==> config.mk <==
export PLATFORM = sky130hd
export DESIGN_NAME = sram_async_ctrl
export DESIGN_NICKNAME = d
export VERILOG_FILES = /design/src/rtl/sram_ctrl_pkg.sv /design/src/rtl/sram_rd_capture.sv /design/src/rtl/sram_seq_fsm.sv /design/src/rtl/sram_async_ctrl.sv
export SDC_FILE = /design/constraint.sdc
export NUM_CORES = 1
export LEC_CHECK = 0
export BUFFER_PORTS_ARGS = -buffer_cell sky130_fd_sc_hd__buf_2
export CAP_MARGIN = 40
export CORE_AREA = 2 2 69 71
export DETAILED_ROUTE_END_ITERATION = 16
export DIE_AREA = 0 0 71 73
export PLACE_DENSITY_LB_ADDON = 0.15
export SLEW_MARGIN = 5
export SYNTH_ARGS = -nofsm -noshare
export SYNTH_HDL_FRONTEND = slang
export SYNTH_SLANG_ARGS = --single-unit
==> constraint.sdc <==
create_clock -name clk -period 2 [get_ports clk]
set_input_delay 0.4 -clock clk [delete_from_list [all_inputs] [get_ports clk]]
set_output_delay 0.4 -clock clk [all_outputs]
set_load 0.03 [all_outputs]
==> src/rtl/sram_ctrl_pkg.sv <==
package sram_ctrl_pkg;

    typedef enum logic [2:0] {
        ST_IDLE     = 3'd0,
        ST_RD_ACC   = 3'd1,
        ST_RD_TURN  = 3'd2,
        ST_WR_PULSE = 3'd3,
        ST_WR_HOLD  = 3'd4
    } seq_state_e;

    function automatic int ceil_div(input int num, input int den);
        return (num + den - 1) / den;
    endfunction

    function automatic int imax(input int a, input int b);
        return (a > b) ? a : b;
    endfunction

endpackage

==> src/rtl/sram_rd_capture.sv <==
module sram_rd_capture #(
    parameter int DATA_W = 8
) (
    input  logic              clk,
    input  logic              rst,
    input  logic              cap_en,
    input  logic [DATA_W-1:0] dq_in,
    output logic [DATA_W-1:0] rdata,
    output logic              rvalid
);

    typedef struct packed {
        logic [DATA_W-1:0] rdata;
        logic              rvalid;
    } cap_reg_t;

    cap_reg_t cap_d, cap_q;

    always_comb begin
        cap_d        = cap_q;
        cap_d.rvalid = cap_en;
        if (cap_en) begin
            cap_d.rdata = dq_in;
        end
    end

    always_ff @(posedge clk) begin
        if (rst) begin
            cap_q <= '0;
        end else begin
            cap_q <= cap_d;
        end
    end

    assign rdata  = cap_q.rdata;
    assign rvalid = cap_q.rvalid;

    // the valid strobe never stretches past one cycle
    assert_rvalid_single_R4: assert property (@(posedge clk) disable iff (rst)
        rvalid |=> !rvalid);

    // the returned byte does not move except on a capture
    assert_rdata_held_R4: assert property (@(posedge clk) disable iff (rst)
        !$past(cap_en) |-> $stable(rdata));

endmodule

==> src/rtl/sram_seq_fsm.sv <==
module sram_seq_fsm
    import sram_ctrl_pkg::*;
#(
    parameter int ADDR_W   = 19,
    parameter int DATA_W   = 8,
    parameter int CNT_W    = 2,
    parameter int RD_CYC   = 2,
    parameter int WR_CYC   = 2,
    parameter int TURN_CYC = 1
) (
    input  logic              clk,
    input  logic              rst,
    input  logic              req,
    input  logic              req_we,
    input  logic [ADDR_W-1:0] req_addr,
    input  logic [DATA_W-1:0] req_wdata,
    output logic              ready,
    output logic              cap_en,
    output logic [ADDR_W-1:0] mem_addr,
    output logic              mem_ce_n,
    output logic              mem_oe_n,
    output logic              mem_we_n,
    output logic [DATA_W-1:0] mem_dq_out,
    output logic              mem_dq_oe
);

    localparam logic [CNT_W-1:0] RD_LAST   = CNT_W'(RD_CYC - 1);
    localparam logic [CNT_W-1:0] WR_LAST   = CNT_W'(WR_CYC - 1);
    localparam logic [CNT_W-1:0] TURN_LAST = CNT_W'(TURN_CYC - 1);

    typedef struct packed {
        seq_state_e        state;
        logic [CNT_W-1:0]  cnt;
        logic [ADDR_W-1:0] addr;
        logic [DATA_W-1:0] wdata;
        logic              ce_n;
        logic              oe_n;
        logic              we_n;
        logic              dq_oe;
        logic              ready;
    } seq_reg_t;

    seq_reg_t seq_d, seq_q;

    always_comb begin
        seq_d  = seq_q;
        cap_en = 1'b0;
        unique case (seq_q.state)
            ST_IDLE: begin
                if (req) begin
                    seq_d.addr  = req_addr;
                    seq_d.wdata = req_wdata;
                    seq_d.cnt   = '0;
                    seq_d.ready = 1'b0;
                    seq_d.ce_n  = 1'b0;
                    if (req_we) begin
                        seq_d.state = ST_WR_PULSE;
                        seq_d.we_n  = 1'b0;
                        seq_d.oe_n  = 1'b1;
                        seq_d.dq_oe = 1'b1;
                    end else begin
                        seq_d.state = ST_RD_ACC;
                        seq_d.we_n  = 1'b1;
                        seq_d.oe_n  = 1'b0;
                        seq_d.dq_oe = 1'b0;
                    end
                end
            end
            ST_RD_ACC: begin
                if (seq_q.cnt == RD_LAST) begin
                    cap_en      = 1'b1;
                    seq_d.state = ST_RD_TURN;
                    seq_d.cnt   = '0;
                    seq_d.ce_n  = 1'b1;
                    seq_d.oe_n  = 1'b1;
                end else begin
                    seq_d.cnt = seq_q.cnt + 1'b1;
                end
            end
            ST_RD_TURN: begin
                if (seq_q.cnt == TURN_LAST) begin
                    seq_d.state = ST_IDLE;
                    seq_d.cnt   = '0;
                    seq_d.ready = 1'b1;
                end else begin
                    seq_d.cnt = seq_q.cnt + 1'b1;
                end
            end
            ST_WR_PULSE: begin
                if (seq_q.cnt == WR_LAST) begin
                    seq_d.state = ST_WR_HOLD;
                    seq_d.cnt   = '0;
                    seq_d.we_n  = 1'b1;
                end else begin
                    seq_d.cnt = seq_q.cnt + 1'b1;
                end
            end
            ST_WR_HOLD: begin
                seq_d.state = ST_IDLE;
                seq_d.ce_n  = 1'b1;
                seq_d.dq_oe = 1'b0;
                seq_d.ready = 1'b1;
            end
            default: begin
                seq_d.state = ST_IDLE;
                seq_d.ce_n  = 1'b1;
                seq_d.oe_n  = 1'b1;
                seq_d.we_n  = 1'b1;
                seq_d.dq_oe = 1'b0;
                seq_d.ready = 1'b1;
            end
        endcase
    end

    always_ff @(posedge clk) begin
        if (rst) begin
            seq_q.state <= ST_IDLE;
            seq_q.cnt   <= '0;
            seq_q.addr  <= '0;
            seq_q.wdata <= '0;
            seq_q.ce_n  <= 1'b1;
            seq_q.oe_n  <= 1'b1;
            seq_q.we_n  <= 1'b1;
            seq_q.dq_oe <= 1'b0;
            seq_q.ready <= 1'b1;
        end else begin
            seq_q <= seq_d;
        end
    end

    assign ready      = seq_q.ready;
    assign mem_addr   = seq_q.addr;
    assign mem_dq_out = seq_q.wdata;
    assign mem_ce_n   = seq_q.ce_n;
    assign mem_oe_n   = seq_q.oe_n;
    assign mem_we_n   = seq_q.we_n;
    assign mem_dq_oe  = seq_q.dq_oe;

    // Checker state: length of the current write-enable low pulse and
    // cycles elapsed since output enable was last seen low.
    logic [CNT_W:0] we_low_q;
    logic [CNT_W:0] since_rd_q;

    always_ff @(posedge clk) begin
        if (rst) begin
            we_low_q   <= '0;
            since_rd_q <= (CNT_W+1)'(TURN_CYC);
        end else begin
            we_low_q <= mem_we_n ? '0 : we_low_q + 1'b1;
            if (!mem_oe_n) begin
                since_rd_q <= '0;
            end else if (since_rd_q < (CNT_W+1)'(TURN_CYC)) begin
                since_rd_q <= since_rd_q + 1'b1;
            end
        end
    end

    assert_idle_deselect_R1: assert property (@(posedge clk) disable iff (rst)
        ready |-> (mem_ce_n && mem_oe_n && mem_we_n && !mem_dq_oe));

    assert_accept_busy_R2: assert property (@(posedge clk) disable iff (rst)
        (ready && req) |=> !ready);

    assert_read_no_drive_R3: assert property (@(posedge clk) disable iff (rst)
        !mem_oe_n |-> (!mem_ce_n && mem_we_n && !mem_dq_oe));

    assert_write_oe_high_R5: assert property (@(posedge clk) disable iff (rst)
        !mem_we_n |-> (!mem_ce_n && mem_oe_n && mem_dq_oe));

    assert_we_pulse_len_R5: assert property (@(posedge clk) disable iff (rst)
        $rose(mem_we_n) |-> (we_low_q == (CNT_W+1)'(WR_CYC)));

    assert_write_end_hold_R6: assert property (@(posedge clk) disable iff (rst)
        $rose(mem_we_n) |-> (!mem_ce_n && mem_dq_oe && $stable(mem_addr) && $stable(mem_dq_out)));

    assert_turnaround_R7: assert property (@(posedge clk) disable iff (rst)
        mem_dq_oe |-> (since_rd_q >= (CNT_W+1)'(TURN_CYC)));

    assert_addr_held_R8: assert property (@(posedge clk) disable iff (rst)
        (!mem_ce_n && $past(!mem_ce_n)) |-> $stable(mem_addr));

    assert_wdata_held_R8: assert property (@(posedge clk) disable iff (rst)
        (mem_dq_oe && $past(mem_dq_oe)) |-> $stable(mem_dq_out));

    assert_busy_while_selected_R9: assert property (@(posedge clk) disable iff (rst)
        !mem_ce_n |-> !ready);

endmodule

==> src/rtl/sram_async_ctrl.sv <==
module sram_async_ctrl
    import sram_ctrl_pkg::*;
#(
    parameter int ADDR_W        = 19,
    parameter int DATA_W        = 8,
    parameter int CLK_PERIOD_NS = 10,
    parameter int RD_ACC_CYC    = 2,
    parameter int WR_PULSE_CYC  = 2,
    parameter int TURN_CYC      = 1,
    parameter int T_ACCESS_NS   = 10,
    parameter int T_RD_CYCLE_NS = 10,
    parameter int T_WE_PULSE_NS = 7,
    parameter int T_DSETUP_NS   = 6,
    parameter int T_WR_CYCLE_NS = 10,
    parameter int T_FLOAT_NS    = 5
) (
    input  logic              clk,
    input  logic              rst,
    input  logic              req,
    input  logic              req_we,
    input  logic [ADDR_W-1:0] req_addr,
    input  logic [DATA_W-1:0] req_wdata,
    output logic              ready,
    output logic [DATA_W-1:0] rdata,
    output logic              rvalid,
    output logic [ADDR_W-1:0] mem_addr,
    output logic              mem_ce_n,
    output logic              mem_oe_n,
    output logic              mem_we_n,
    output logic [DATA_W-1:0] mem_dq_out,
    output logic              mem_dq_oe,
    input  logic [DATA_W-1:0] mem_dq_in
);

    // Minimum cycle counts implied by the nanosecond limits.
    localparam int RD_MIN   = ceil_div(imax(T_ACCESS_NS, T_RD_CYCLE_NS), CLK_PERIOD_NS);
    localparam int WR_MIN_P = ceil_div(imax(T_WE_PULSE_NS, T_DSETUP_NS), CLK_PERIOD_NS);
    localparam int WR_MIN_C = ceil_div(T_WR_CYCLE_NS, CLK_PERIOD_NS) - 1;
    localparam int TURN_MIN = ceil_div(T_FLOAT_NS, CLK_PERIOD_NS);

    // Effective phase lengths: requested value, raised to the minimum.
    localparam int RD_EFF   = imax(imax(RD_ACC_CYC, RD_MIN), 1);
    localparam int WR_EFF   = imax(imax(WR_PULSE_CYC, WR_MIN_P), imax(WR_MIN_C, 1));
    localparam int TURN_EFF = imax(imax(TURN_CYC, TURN_MIN), 1);
    localparam int CNT_W    = $clog2(imax(imax(RD_EFF, WR_EFF), TURN_EFF) + 1);

    logic cap_en;

    sram_seq_fsm #(
        .ADDR_W   (ADDR_W),
        .DATA_W   (DATA_W),
        .CNT_W    (CNT_W),
        .RD_CYC   (RD_EFF),
        .WR_CYC   (WR_EFF),
        .TURN_CYC (TURN_EFF)
    ) seq_i (
        .clk        (clk),
        .rst        (rst),
        .req        (req),
        .req_we     (req_we),
        .req_addr   (req_addr),
        .req_wdata  (req_wdata),
        .ready      (ready),
        .cap_en     (cap_en),
        .mem_addr   (mem_addr),
        .mem_ce_n   (mem_ce_n),
        .mem_oe_n   (mem_oe_n),
        .mem_we_n   (mem_we_n),
        .mem_dq_out (mem_dq_out),
        .mem_dq_oe  (mem_dq_oe)
    );

    sram_rd_capture #(
        .DATA_W (DATA_W)
    ) cap_i (
        .clk    (clk),
        .rst    (rst),
        .cap_en (cap_en),
        .dq_in  (mem_dq_in),
        .rdata  (rdata),
        .rvalid (rvalid)
    );

    // a capture happens only while the RAM is enabled to drive
    assert_capture_during_read_R4: assert property (@(posedge clk) disable iff (rst)
        rvalid |-> ($past(!mem_ce_n) && $past(!mem_oe_n)));

endmodule

==> reports/results.tsv <==
stage	metric	value	unit
placed_design	total half-perimeter wirelength after legalization and detailed placement	2900	µm
global_route	global-route wire length before repair	6600	µm
cts	buffers from clock root to sink, at most	2	
cts	CTS tree	built	
cells_and_area	antenna diode count	0	
worst_setup_path	nature of the critical path startpoint	flop	
floorplan	floorplan core area	4540	µm²
route	sum of met2 wire segment lengths after detailed routing	2020	µm
yosys	cell types with the highest counts after synthesis	sky130_fd_sc_hd__nand2_1, sky130_fd_sc_hd__dfxtp_1, sky130_fd_sc_hd__a21oi_1	
sta	transition time of the tightest slew-check pin	0.641	ns
sta	setup total negative slack	0	ns
yosys	fraction of the yosys area taken by sequential cells	44.2	%
pwr	Leak	1.06	nW
cells_and_area	area grow syn2layout	11.8	%
cells_and_area	final cell count without fillers	352	
pwr	combinational group share of total power	20.6	%
yosys	largest cells by area after synthesis	sky130_fd_sc_hd__dfxtp_1, sky130_fd_sc_hd__nand2_1, sky130_fd_sc_hd__a21oi_1	
placed_design	Buffers on Ports	79	
worst_setup_path	critical path startpoint	seq_i.seq_q[35]	
cells_and_area	layout net count	341	
yosys	most area-hungry cell type in the Yosys netlist	sky130_fd_sc_hd__dfxtp_1	
yosys	main combinational cell family by area after synthesis	simple AND/OR/NAND/NOR gates	
sta	timing-limited maximum frequency	635	MHz
yosys	EDFF count, synth	0	
global_route	largest net degree at the start of global routing	28	
pwr	sequential power share	52.5	%
cts	CTS HTree Levels	2	
yosys	proportion of netlist area held by the largest area contributor	44.2	%
sta	Pins Over Slew Limit	0	
placed_design	Inst Count DP	345	
sta	worst setup margin	0.425	ns
yosys	cells after synthesis	253	
sta	number of hold-slack violations in the final timing report	0	
sta	final-report setup violation count	0	
floorplan	Rows	25	
cts	post-cts resize count	0	
worst_setup_path	CP cell instances	or4b_1 > buf_4 > nand2_1 > a21oi_1	
route	wire length reported by the detailed router	4150	µm
route	Highest Signal Layer	met4	
sta	final clock period utilization by the worst path	78.7	%
pwr	cell internal power dissipation	1.36	mW
worst_setup_path	Largest delay share family, worst path	simple AND/OR/NAND/NOR gates	
yosys	syn nets	296	
route	Iteration-0 DRC Markers	40	
yosys	Seq cells post-synth	46	
global_route	vias in the first global route	1515	
cts	cts-stage hold buffer count	0	
min_path	origin of the worst min-delay path	req_addr[18]	
cts	number of buffers inserted during clock tree synthesis	5	
global_route	all-layer global routing usage	15.6	%
sta	time the worst path needs with I/O delays and setup	1.57	ns
worst_setup_path	cell with the largest stage delay on the worst path	sky130_fd_sc_hd__or4b_1	
floorplan	Chip Width	71	µm
min_path	class of the worst hold path	in -> reg	
yosys	synthesized-area fraction occupied by adder cells	2.40	%
yosys	combined area of all synthesized cells	2080	µm²
worst_setup_path	largest stage delay on the critical path	0.54	ns
yosys	YS warnings	0	
cells_and_area	share of layout cells above drive strength 1	30.2	%
cts	clock slew at the register clock pins of the worst setup and hold paths	0.08	ns
outcome	status	complete, no violations	
pwr	switch share	30.6	%
yosys	number of distinct standard cells referenced by the synthesized netlist	31	
worst_setup_path	required time of the critical path	2.16	ns
yosys	average cell area after synthesis	8.23	µm²
worst_setup_path	Crit Path Category	reg -> reg	
route	number of DRC violations after detailed routing	0	
sta	RSZ-0062 raised after global routing	no	
floorplan	Initial Utilization	45.9	%
route	via/cell ratio	4.75	
route	post-detailed-route count of antenna-violating nets	0	
route	total routed wire length on the met1 layer	1900	µm
sta	Max transition margin	57.2	%
worst_setup_path	Reg-to-Reg Start	seq_i.seq_q[35]	
yosys	portion of netlist area occupied by mux cells	0.961	%
worst_setup_path	endpoint type of the worst setup path	flop	
pwr	worst ir drop on vdd	0.376	mV
placed_design	Routability Congestion	0.812	
cts	clock tree sinks	46	
yosys	cell with the most instances after synthesis	sky130_fd_sc_hd__nand2_1	
route	wire length on met3	219	µm
pwr	switching power	0.601	mW
worst_setup_path	WP buf/inv	1	
route	count of vias placed by the detailed router	1673	
route	first drt pass iteration count	4	
placed_design	worst slack at placement	0.414	ns
cts	clock root buffer master	sky130_fd_sc_hd__clkbuf_8	
yosys	share of synthesized cell area in and, or, nand and nor gates	20.8	%
yosys	predominant post-synthesis flop cell	sky130_fd_sc_hd__dfxtp_1	
floorplan	Boundary Pins	80	
worst_setup_path	maximum net fanout on the critical path	27	
yosys	compound-gate portion of the synthesized area	14.6	%
cts	clk_lat worst skew	0.29	ns
yosys	Post-Synth XOR/XNOR Area	0.420	%
cts	Setup Fix Bufs, Post-CTS	0	
pwr	power density over the cells	842	nW/µm²
route	wire length per cell after detailed routing	11.8	µm
sta	clock skew	0.00678	ns
pwr	portion of total power attributed to the clock network	26.9	%
floorplan	overall die height	73	µm
floorplan	floorplan die area	5180	µm²
yosys	fraction of registers with async set or reset after synthesis	0	%
worst_setup_path	data arrival time at the worst-slack endpoint	1.73	ns
global_route	Overflow after GRT	0	
global_route	antenna violations before repair	0	
run	number of max-cap violations	0	
==> area by class of cell <==
class / count / area [µm²]
fill: 464 / 2210
multi-input combinational: 157 / 817
inverter: 5 / 18.8
tap: 54 / 67.6
clock buffer: 6 / 72.6
sequential: 46 / 921
timing repair buffer: 83 / 425
clock inverter: 1 / 7.51
==> per-layer routing <==
| metal | vias up | GRT usage [%] |
|---|---|---|
| li1 | 882 | - |
| met1 | 749 | 19.4 |
| met2 | 40 | 27.2 |
| met3 | 2 | 3.31 |
| met4 | 0 | 5.03 |
| met5 | - | 0 |
==> power by group through the flow <==
stage	Clock (mW)	Combinational [mW]	Sequential [mW]
finish	0.529	0.403	1.03
global route	0.583	0.443	1.04
CTS	0.552	0.409	1.03
detailed placement	0	0.408	1.05
global placement	0	0.405	1.05
floorplan	0	0.359	1.05
==> per-stage QoR <==
stage	area [µm²]	hold slack (ns)	util, %	power (mW)
after floorplan	2080	0.437	-	1.41
after CTS	2330	0.330	51.4	1.99
final	2330	0.339	51.4	1.96
after detailed placement	2250	0.443	49.6	1.46
after global placement	2250	0.439	49.6	1.46
after global routing	2330	0.332	51.4	2.07
==> worst reg2reg max path, stage by stage, from the launching register on <==
cell and delay [ns]:
sky130_fd_sc_hd__dfxtp_1 0.51, sky130_fd_sc_hd__or4b_1 0.54, sky130_fd_sc_hd__buf_4 0.23, sky130_fd_sc_hd__nand2_1 0.10
sky130_fd_sc_hd__a21oi_1 0.06
==> logic make-up after synthesis <==
kind of cell	Yosys count
buf+inv	50
fa+ha+maj	4
mux	2
simple gates	94
flops	46
xor+xnor	1
compound gates	56
==> cell usage in the layout, fill, tap and decap left out, drive strengths merged, types with 2 or more instances in the layout <==
cell type | synthesis | layout
buf | 36 | 83
nand2 | 71 | 71
dfxtp | 46 | 46
a21oi | 43 | 43
o21ai | 6 | 6
clkbuf | 9 | 6
inv | 5 | 5
nand2b | 4 | 4
nor2 | 4 | 4
ha | 4 | 4
nor3 | 3 | 3
or3b | 2 | 2
nand3b | 2 | 2
a21o | 2 | 2
o21a | 2 | 2
mux2i | 2 | 2
==> worst paths after layout <==
kind,endpoint,cells after the start,slack (ns)
worst min-delay path,seq_i.mem_addr[18],3,0.34
worst max register to register,seq_i.mem_dq_out[5],4,0.43
worst max-delay path,seq_i.mem_dq_out[5],4,0.43
worst min register to register,seq_i.mem_addr[4],2,0.45
==> state kept, by name, summed over array words and instances (netlist names) <==
| name | cells |
|---|---|
| cap_i.rdata | 8 |
| cap_i.rvalid | 1 |
| seq_i.mem_addr | 19 |
| seq_i.mem_ce_n | 1 |
| seq_i.mem_dq_oe | 1 |
| seq_i.mem_dq_out | 8 |
| seq_i.mem_oe_n | 1 |
| seq_i.mem_we_n | 1 |
| seq_i.ready | 1 |
| seq_i.seq_q | 5 |
Note: power is estimated with default switching activity, not from simulation.
